[src/rtl/decitimer_pkg.sv]
package decitimer_pkg;

    localparam int DIGIT_W = 4;
    localparam int MAX_DIG = 8;

    typedef enum logic {
        VIEW_LIVE = 1'b0,
        VIEW_HELD = 1'b1
    } view_e;

    // Binary to packed BCD, least significant digit in the lowest nibble.
    function automatic logic [DIGIT_W*MAX_DIG-1:0] bin_to_bcd(input int unsigned v);
        logic [DIGIT_W*MAX_DIG-1:0] r;
        int unsigned x;
        x = v;
        r = '0;
        for (int i = 0; i < MAX_DIG; i++) begin
            r[DIGIT_W*i +: DIGIT_W] = DIGIT_W'(x % 10);
            x = x / 10;
        end
        return r;
    endfunction

endpackage

[src/rtl/decitimer_prescaler.sv]
module decitimer_prescaler #(
    parameter int CLK_PER_TICK = 5_000_000
) (
    input  logic clk,
    input  logic rst,
    output logic o_tick,
    output logic [$clog2(CLK_PER_TICK)-1:0] o_phase
);
    localparam int PW = $clog2(CLK_PER_TICK);
    localparam logic [PW-1:0] LAST = PW'(CLK_PER_TICK - 1);

    logic [PW-1:0] phase_q;

    always_ff @(posedge clk) begin
        if (rst) begin
            phase_q <= '0;
        end else if (phase_q == LAST) begin
            phase_q <= '0;
        end else begin
            phase_q <= phase_q + 1'b1;
        end
    end

    assign o_tick  = (phase_q == LAST);
    assign o_phase = phase_q;

endmodule

[src/rtl/decitimer_counter.sv]
module decitimer_counter
    import decitimer_pkg::*;
#(
    parameter int NDIG  = 4,
    parameter int LIMIT = 132
) (
    input  logic                    clk,
    input  logic                    rst,
    input  logic                    i_tick,
    output logic [DIGIT_W*NDIG-1:0] o_count
);
    localparam int W = DIGIT_W * NDIG;
    localparam logic [DIGIT_W*MAX_DIG-1:0] LIMIT_FULL = bin_to_bcd(LIMIT);
    localparam logic [W-1:0] LIMIT_BCD = LIMIT_FULL[W-1:0];

    logic [W-1:0] count_q;
    logic [NDIG:0] carry;
    logic          at_limit;

    assign at_limit = (count_q == LIMIT_BCD);
    assign carry[0] = i_tick;

    for (genvar g = 0; g < NDIG; g++) begin : g_digit
        logic [DIGIT_W-1:0] dig;
        assign dig = count_q[DIGIT_W*g +: DIGIT_W];
        assign carry[g+1] = carry[g] && (dig == DIGIT_W'(9));

        always_ff @(posedge clk) begin
            if (rst) begin
                count_q[DIGIT_W*g +: DIGIT_W] <= '0;
            end else if (i_tick && at_limit) begin
                count_q[DIGIT_W*g +: DIGIT_W] <= '0;
            end else if (carry[g]) begin
                count_q[DIGIT_W*g +: DIGIT_W] <= (dig == DIGIT_W'(9)) ? '0 : dig + 1'b1;
            end
        end
    end

    assign o_count = count_q;

endmodule

[src/rtl/decitimer_view.sv]
module decitimer_view
    import decitimer_pkg::*;
#(
    parameter int W = 16
) (
    input  logic         clk,
    input  logic         rst,
    input  logic         i_freeze,
    input  logic [W-1:0] i_live,
    output logic [W-1:0] o_shown
);
    view_e        state_q, state_d;
    logic [W-1:0] held_q;

    // State register with the held snapshot.
    always_ff @(posedge clk) begin
        if (rst) begin
            state_q <= VIEW_LIVE;
            held_q  <= '0;
        end else begin
            state_q <= state_d;
            if (state_q == VIEW_LIVE && i_freeze) begin
                held_q <= i_live;
            end
        end
    end

    // Next state and output.
    always_comb begin
        state_d = state_q;
        o_shown = i_live;
        unique case (state_q)
            VIEW_LIVE: begin
                o_shown = i_live;
                if (i_freeze) state_d = VIEW_HELD;
            end
            VIEW_HELD: begin
                o_shown = held_q;
                if (!i_freeze) state_d = VIEW_LIVE;
            end
            default: begin
                state_d = VIEW_LIVE;
            end
        endcase
    end

endmodule

[src/rtl/decitimer.sv]
module decitimer
    import decitimer_pkg::*;
#(
    parameter int CLK_PER_TICK = 5_000_000,
    parameter int LIMIT        = 132,
    parameter int NDIG         = 4
) (
    input  logic                    clk,
    input  logic                    rst,
    input  logic                    i_freeze,
    input  logic                    i_enable,
    input  logic [1:0]              i_err_code,
    output logic [DIGIT_W*NDIG-1:0] o_digits,
    output logic                    o_blank,
    output logic                    o_error,
    output logic [1:0]              o_err_code
);
    localparam int W  = DIGIT_W * NDIG;
    localparam int PW = $clog2(CLK_PER_TICK);

    logic          tick;
    logic [PW-1:0] phase;
    logic [W-1:0]  count;
    logic [W-1:0]  shown;

    decitimer_prescaler #(.CLK_PER_TICK(CLK_PER_TICK)) u_pre (
        .clk    (clk),
        .rst    (rst),
        .o_tick (tick),
        .o_phase(phase)
    );

    decitimer_counter #(.NDIG(NDIG), .LIMIT(LIMIT)) u_cnt (
        .clk    (clk),
        .rst    (rst),
        .i_tick (tick),
        .o_count(count)
    );

    decitimer_view #(.W(W)) u_view (
        .clk     (clk),
        .rst     (rst),
        .i_freeze(i_freeze),
        .i_live  (count),
        .o_shown (shown)
    );

    // Output selection: blanking first, then error, then time.
    always_comb begin
        o_digits   = '0;
        o_blank    = 1'b0;
        o_error    = 1'b0;
        o_err_code = 2'd0;
        if (!i_enable) begin
            o_blank = 1'b1;
        end else if (i_err_code != 2'd0) begin
            o_error    = 1'b1;
            o_err_code = i_err_code;
        end else begin
            o_digits = shown;
        end
    end

endmodule

[config.mk]
export PLATFORM = sky130hd
export DESIGN_NAME = decitimer
export DESIGN_NICKNAME = d
export VERILOG_FILES = /design/src/rtl/decitimer_pkg.sv /design/src/rtl/decitimer_prescaler.sv /design/src/rtl/decitimer_counter.sv /design/src/rtl/decitimer_view.sv /design/src/rtl/decitimer.sv
export SDC_FILE = /design/constraint.sdc
export NUM_CORES = 1
export LEC_CHECK = 0
export CAP_MARGIN = 5
export CORE_MARGIN = 2
export CORE_UTILIZATION = 53
export CTS_BUF_LIST = sky130_fd_sc_hd__clkbuf_4 sky130_fd_sc_hd__clkbuf_8
export CTS_CLUSTER_DIAMETER = 80
export DETAILED_ROUTE_END_ITERATION = 8
export GPL_TIMING_DRIVEN = 0
export HOLD_SLACK_MARGIN = 0.1
export PLACE_DENSITY = 0.77
export RECOVER_POWER = 100
export SLEW_MARGIN = 15
export SYNTH_ARGS = -nofsm -noshare
export SYNTH_HDL_FRONTEND = slang
export SYNTH_SLANG_ARGS = --single-unit
[constraint.sdc]
create_clock -name clk -period 2.15 [get_ports clk]
set_input_delay 0.43 -clock clk [delete_from_list [all_inputs] [get_ports clk]]
set_output_delay 0.43 -clock clk [all_outputs]
set_load 0.01 [all_outputs]
==> impl_metrics.tcl, run 1 <==
set metrics [dict create \
    r2r-start "u_pre.o_phase[21]" \
    criticalPathCategory "reg2reg" \
    pwr_density_cell_nw_per_um2 519 \
    hold_depth 2 \
    num_io_pins 26 \
    yosys_warnings 0 \
    cts.sinks 56 \
    regToRegSetupSlack_ns 0.13 \
    ys_ff_latch 56 \
    hp-start "rst" \
    rr_worst_depth 6 \
    most-common-layout-cells "nor2_1 (52), dfxtp_1 (48), nand2_1 (45), a21oi_1 (21), mux2i_1 (17)" \
    mappedNetlistArea_um2 2850 \
    io_buffer_count 24 \
    drc 0 \
    grt.overflow.total 0 \
    viasPerCell 5.40 \
    dpl.hpwl_mm 4.13 \
    fin_util_pct 64.8 \
    yosysUniqueCellTypes 48 \
    r2r-end "u_cnt.g_digit[2].dig[3]" \
    antenna_cells 0 \
    drive_gt1_share_pct 15.9 \
    antenna_found_initial 0 \
    peakVddDrop_mv 0.333 \
    timing.fmax_mhz 495 \
    rows 26 \
    start_util_pct 55.5 \
    htreeDepth 2 \
    slew_violations 0 \
    slowest_delay_ns 0.51 \
    core_area_um2 5140 \
    crit_buf_inv 1 \
    synth_edf_count 0 \
    seq_area_frac_synth_pct 39.3 \
    final_common_cell "nor2_1" \
    cap_violations 0 \
    area_growth_pct 16.8 \
    place_inst 446 \
    die_h_um 77.3 \
    place_ws_ns -0.826 \
    final-hold-violation-count 0 \
    finalNetCount 389 \
    timing.final.crit_share_pct 93.9 \
    synth_top_cell_by_area "dfxtp_1" \
    p_total_mw 1.73 \
    cts_tree "built" \
    grt_use_total_pct 20.4 \
    vias 2444 \
    worst_pin_slew_ns 0.631 \
    syn_area_per_cell_um2 8.10 \
    fin_ws_ns 0.132 \
    min_to "u_view.state_q" \
    clockBufferDepth 2 \
    cp_slowest_cell "or4_1" \
    leakage_nw 1.19 \
    dr.pass1.iters 5 \
    endpoint_kind "flop" \
    min_path_type "in2reg" \
    numCtsBuffers 5 \
    relSlewSlack_pct 57.6 \
    cp.arrival_ns 2.26 \
    cp-start-kind "flop" \
    die_w_um 77.3 \
    clk_latency_ns 0.31 \
    drt_iter0_markers 217 \
    wl_per_cell_um 13.1 \
    grt_pass1_wl_mm 10.0 \
    finalCriticalPeriod_ns 2.02 \
    synthArstFlopShare_pct 0 \
    skew_ns 0.00782 \
    required_ns 2.39 \
    path_clk_slew_ns 0.09 \
    route.final.wire_length_mm 5.93 \
    drtAntennaViolNets 0 \
    yosys_most_used_dff "dfxtp_1" \
    rsz0062_at_grt "false" \
    clock-root-buffer "clkbuf_8" \
    netlist_instances 352 \
    path_max_fanout 10 \
    die_area_um2 5980 \
    gp_congestion 0.811 \
    synthesis.nets 359 \
    crit_chain "nor4b_4 -> nand4_4 -> or2_1 -> buf_6 -> or4_1 -> a31oi_1" \
    critPathTopFamily "simple AND/OR/NAND/NOR gates" \
    grt_pass1_vias 2220 \
    fin_cells 453 \
    setup_violations 0 \
    run_status "finished clean" \
    grt_max_degree 17 \
    netlist.area_leader.share_pct 39.3 \
    ys_top_cells_by_area "dfxtp_1 (39%), nor2_1 (7.2%), mux2i_1 (6.0%), nand2_1 (5.9%), xnor2_1 (4.9%)" \
]
==> worst register-to-register path, cell delays in order, from the launching register on <==
cell	delay, ns
dfxtp_2	0.36
nor4b_4	0.33
nand4_4	0.18
or2_1	0.27
buf_6	0.14
or4_1	0.51
a31oi_1	0.17
==> registers in the layout (all words and copies together) (netlist names) <==
name               flops
u_cnt.g_digit.dig     16
u_view.held_q         16
u_view.state_q         1
u_pre.o_phase         23
==> worst max path at each step <==
| stage | end | start | depth (start not counted) |
|---|---|---|---|
| after floorplan | u_cnt.g_digit[2].dig[3] | u_pre.o_phase[0] | 7 |
| after global placement | o_digits[5] | i_enable | 7 |
| after detailed placement | o_digits[14] | i_enable | 7 |
| after CTS | o_digits[14] | i_err_code[0] | 5 |
| after global routing | u_cnt.g_digit[2].dig[3] | u_pre.o_phase[10] | 6 |
| final | u_cnt.g_digit[2].dig[3] | u_pre.o_phase[21] | 6 |
==> where the power goes <==
| part | internal [mW] | switching, mW |
|---|---|---|
| Sequential | 1.04 | 0.0110 |
| Combinational | 0.0410 | 0.0534 |
| Clock | 0.258 | 0.322 |
| Total | 1.34 | 0.386 |
==> cells in the mapped netlist, drive strengths merged, types with 6 or more instances <==
cell and number:
xor2 12, o21ai 6, buf 6, clkbuf 19, nand3 13, and3 8
xnor2 16, dfxtp 56, nor3 7, mux2i 17, nor4 6, nor2b 9
a21oi 21, nor2 55, nand2 45, inv 6, nand4 9
==> kinds of logic (layout without fill, tap and decap cells) <==
logic type	after synthesis	after routing	share of synthesized area, %
flip-flops	56	56	39.3
AND/OR/NAND/NOR	185	185	34.3
buffers and inverters	31	62	4.78
adder cells (fa/ha/maj)	1	1	0.439
multiplexers	17	17	5.97
XOR/XNOR	28	28	8.60
AO/OA/AOI/OAI	34	34	6.54
==> repair_timing <==
action	CTS	global route
cloned	1	0
pin swaps	1	5
endpoints found under the setup margin	49	50
hold buffers	0	0
setup buffers	0	3
gates resized for setup	62	20
==> cell type report <==
class                      instances  area, µm²
tap                               70       87.6
fill                             481       1810
sequential                        56       1130
timing repair buffer              28        219
clock inverter                     2       10.0
clock buffer                       6       82.6
inverter                           6       22.5
multi-input combinational        265       1650
buffer                            20        125
==> metal layers <==
metal  track usage [%]  share of wire (%)
met1              24.7                 45
met2              35.1                 49
met3              4.30                4.6
met4              8.04                1.3
met5                 0                  0
==> metrics by stage <==
| step | area [µm²] | hold WS [ns] | setup TNS [ns] |
|---|---|---|---|
| global route | 3330 | 0.302 | 0 |
| CTS | 3270 | 0.306 | -0.00237 |
| floorplan | 2850 | 0.433 | 0 |
| detailed placement | 3180 | 0.445 | -14.92 |
| finish | 3330 | 0.315 | 0 |
| global placement | 3180 | 0.440 | -12.65 |
Power figures use the tool's default switching activity.
==> run 2, diff against run 1 <==
--- a/config.mk
+++ b/config.mk
@@ -5,7 +5,6 @@
 export SDC_FILE = /design/constraint.sdc
 export NUM_CORES = 1
 export LEC_CHECK = 0
-export CAP_MARGIN = 5
 export CORE_MARGIN = 2
 export CORE_UTILIZATION = 53
 export CTS_BUF_LIST = sky130_fd_sc_hd__clkbuf_4 sky130_fd_sc_hd__clkbuf_8
==> results of run 2 <==
The final DEF is identical to that of run 1; final timing and power are the same.
==> run 3, diff against run 2 <==
==> constraint.sdc (replaced) <==
create_clock -name clk -period 2.15 [get_ports clk]
set_input_delay 0.215 -clock clk [delete_from_list [all_inputs] [get_ports clk]]
set_output_delay 0.215 -clock clk [all_outputs]
set_load 0.01 [all_outputs]
==> impl_metrics.tcl, run 3 (same netlist as run 1, synthesis figures left out) <==
set metrics [dict create \
    cp-start-kind "input pin" \
    path_clk_slew_ns 0.09 \
    grt_use_total_pct 20.1 \
    final-hold-violation-count 0 \
    cap_violations 0 \
    clock-root-buffer "clkbuf_8" \
    run_status "finished clean" \
    skew_ns 0.00820 \
    cts_tree "built" \
    dr_wl_met2_mm 2.87 \
    grt_pass1_wl_mm 9.88 \
    grt_pass1_vias 2212 \
    timing.final.crit_share_pct 95.9 \
    timing.fmax_mhz 485 \
    setup_violations 0 \
    intPower_mw 1.34 \
    rows 26 \
    met3_length_um 227 \
    cp.arrival_ns 1.85 \
    viasPerCell 5.34 \
    fin_util_pct 64.9 \
    p_clk_share_pct 33.7 \
    wl_met1_mm 2.69 \
    nFillCells 483 \
    gp_congestion 0.811 \
    combinationalPowerShare_pct 5.2 \
    most-common-layout-cells "nor2_1 (55), dfxtp_1 (48), nand2_1 (45), a21oi_1 (21), mux2i_1 (17)" \
    slew_violations 0 \
    grt.overflow.total 0 \
    start_util_pct 55.5 \
    htreeDepth 2 \
    place_ws_ns -0.396 \
    finalCriticalPeriod_ns 2.06 \
    cts.sinks 56 \
    leakage_nw 1.16 \
    io_buffer_count 24 \
    criticalPathCategory "in2out" \
    pwr_density_cell_nw_per_um2 518 \
    die_w_um 77.3 \
    die_h_um 77.3 \
    swShare_pct 22.4 \
    clockBufferDepth 2 \
    route.top_layer_used "met4" \
    drive_gt1_share_pct 11.5 \
    core_area_um2 5140 \
    worst_pin_slew_ns 0.631 \
    clk_latency_ns 0.31 \
    route.final.wire_length_mm 5.87 \
    drt_iter0_markers 124 \
    fin_ws_ns 0.0883 \
    min_path_type "reg2reg" \
    numCtsBuffers 5 \
    endpoint_kind "output port" \
    timing.setup.tns_ns 0 \
    area_growth_pct 17.0 \
    num_io_pins 26 \
    peakVddDrop_mv 0.333 \
    finalNetCount 389 \
    final_common_cell "nor2_1" \
    required_ns 1.93 \
    drc 0 \
    relSlewSlack_pct 57.6 \
    rsz0062_at_grt "false" \
    switching_power_uw 387 \
    antenna_cells 0 \
    die_area_um2 5980 \
    wl_per_cell_um 13.0 \
    drtAntennaViolNets 0 \
    path_max_fanout 7 \
    vias 2419 \
    dr.pass1.iters 4 \
    grt_max_degree 17 \
    pwr-share-seq_pct 61.1 \
    antenna_found_initial 0 \
    dpl.hpwl_mm 4.13 \
    largest_reg_flops 23 \
]
==> run 3: path summary, 6_finish.rpt <==
| check | from | end | slack (ns) | cells after the start |
|---|---|---|---|---|
| worst max-delay path | i_enable | o_digits[3] | 0.09 | 5 |
| worst min-delay path | u_view.held_q[11] | u_view.held_q[11] | 0.46 | 2 |
| worst max register to register | u_pre.o_phase[21] | u_cnt.g_digit[2].dig[3] | 0.13 | 6 |
| worst min register to register | u_view.held_q[11] | u_view.held_q[11] | 0.46 | 2 |
==> run 3: area by class of cell <==
| cell class | instances | area, µm² | share of cell area [%] |
|---|---|---|---|
| buffer | 20 | 97.6 | 2.93 |
| clock inverter | 2 | 10.0 | 0.300 |
| sequential | 56 | 1130 | 33.9 |
| multi-input combinational | 265 | 1640 | 49.3 |
| timing repair buffer | 28 | 260 | 7.80 |
| tap | 70 | 87.6 | 2.63 |
| inverter | 6 | 22.5 | 0.675 |
| clock buffer | 6 | 82.6 | 2.48 |
==> run 3: worst max-delay path: stages <==
cell,delay (ns)
clkdlybuf4s50_1,0.49
inv_1,0.06
or3_4,0.40
nor2_1,0.13
clkdlybuf4s50_1,0.55
==> run 3: what timing repair did <==
item                                    in CTS  in global routing
hold buffers                                 1                  0
endpoints found under the hold margin        7                  0
pin swaps                                    0                  4
setup buffers                                0                  3
cloned                                       0                  0
endpoints found under the setup margin      48                 34
resized for setup                           23                 12
==> run 3: power by group through the flow <==
stage / sequential [mW] / clock [mW] / combinational, mW
after global routing: 1.06 / 0.644 / 0.0992
final: 1.05 / 0.582 / 0.0899
after detailed placement: 1.07 / 0 / 0.0923
after global placement: 1.07 / 0 / 0.0918
after floorplan: 1.07 / 0 / 0.0597
after CTS: 1.05 / 0.603 / 0.0942
==> run 3: per-layer routing <==
metal  vias up  GRT usage, %
li1       1249             -
met1      1109          24.4
met2        53          34.7
met3         8          4.19
met4         0          8.04
met5         -             0
==> run 3: through the flow <==
| stage | area [µm²] | instances | total power, mW | hold WS, ns |
|---|---|---|---|---|
| final | 3330 | 453 | 1.73 | 0.458 |
| after CTS | 3300 | 452 | 1.75 | 0.458 |
| after floorplan | 2850 | 352 | 1.13 | 0.343 |
| after global routing | 3330 | 453 | 1.80 | 0.479 |
| after detailed placement | 3180 | 446 | 1.16 | 0.429 |
| after global placement | 3180 | 446 | 1.16 | 0.424 |
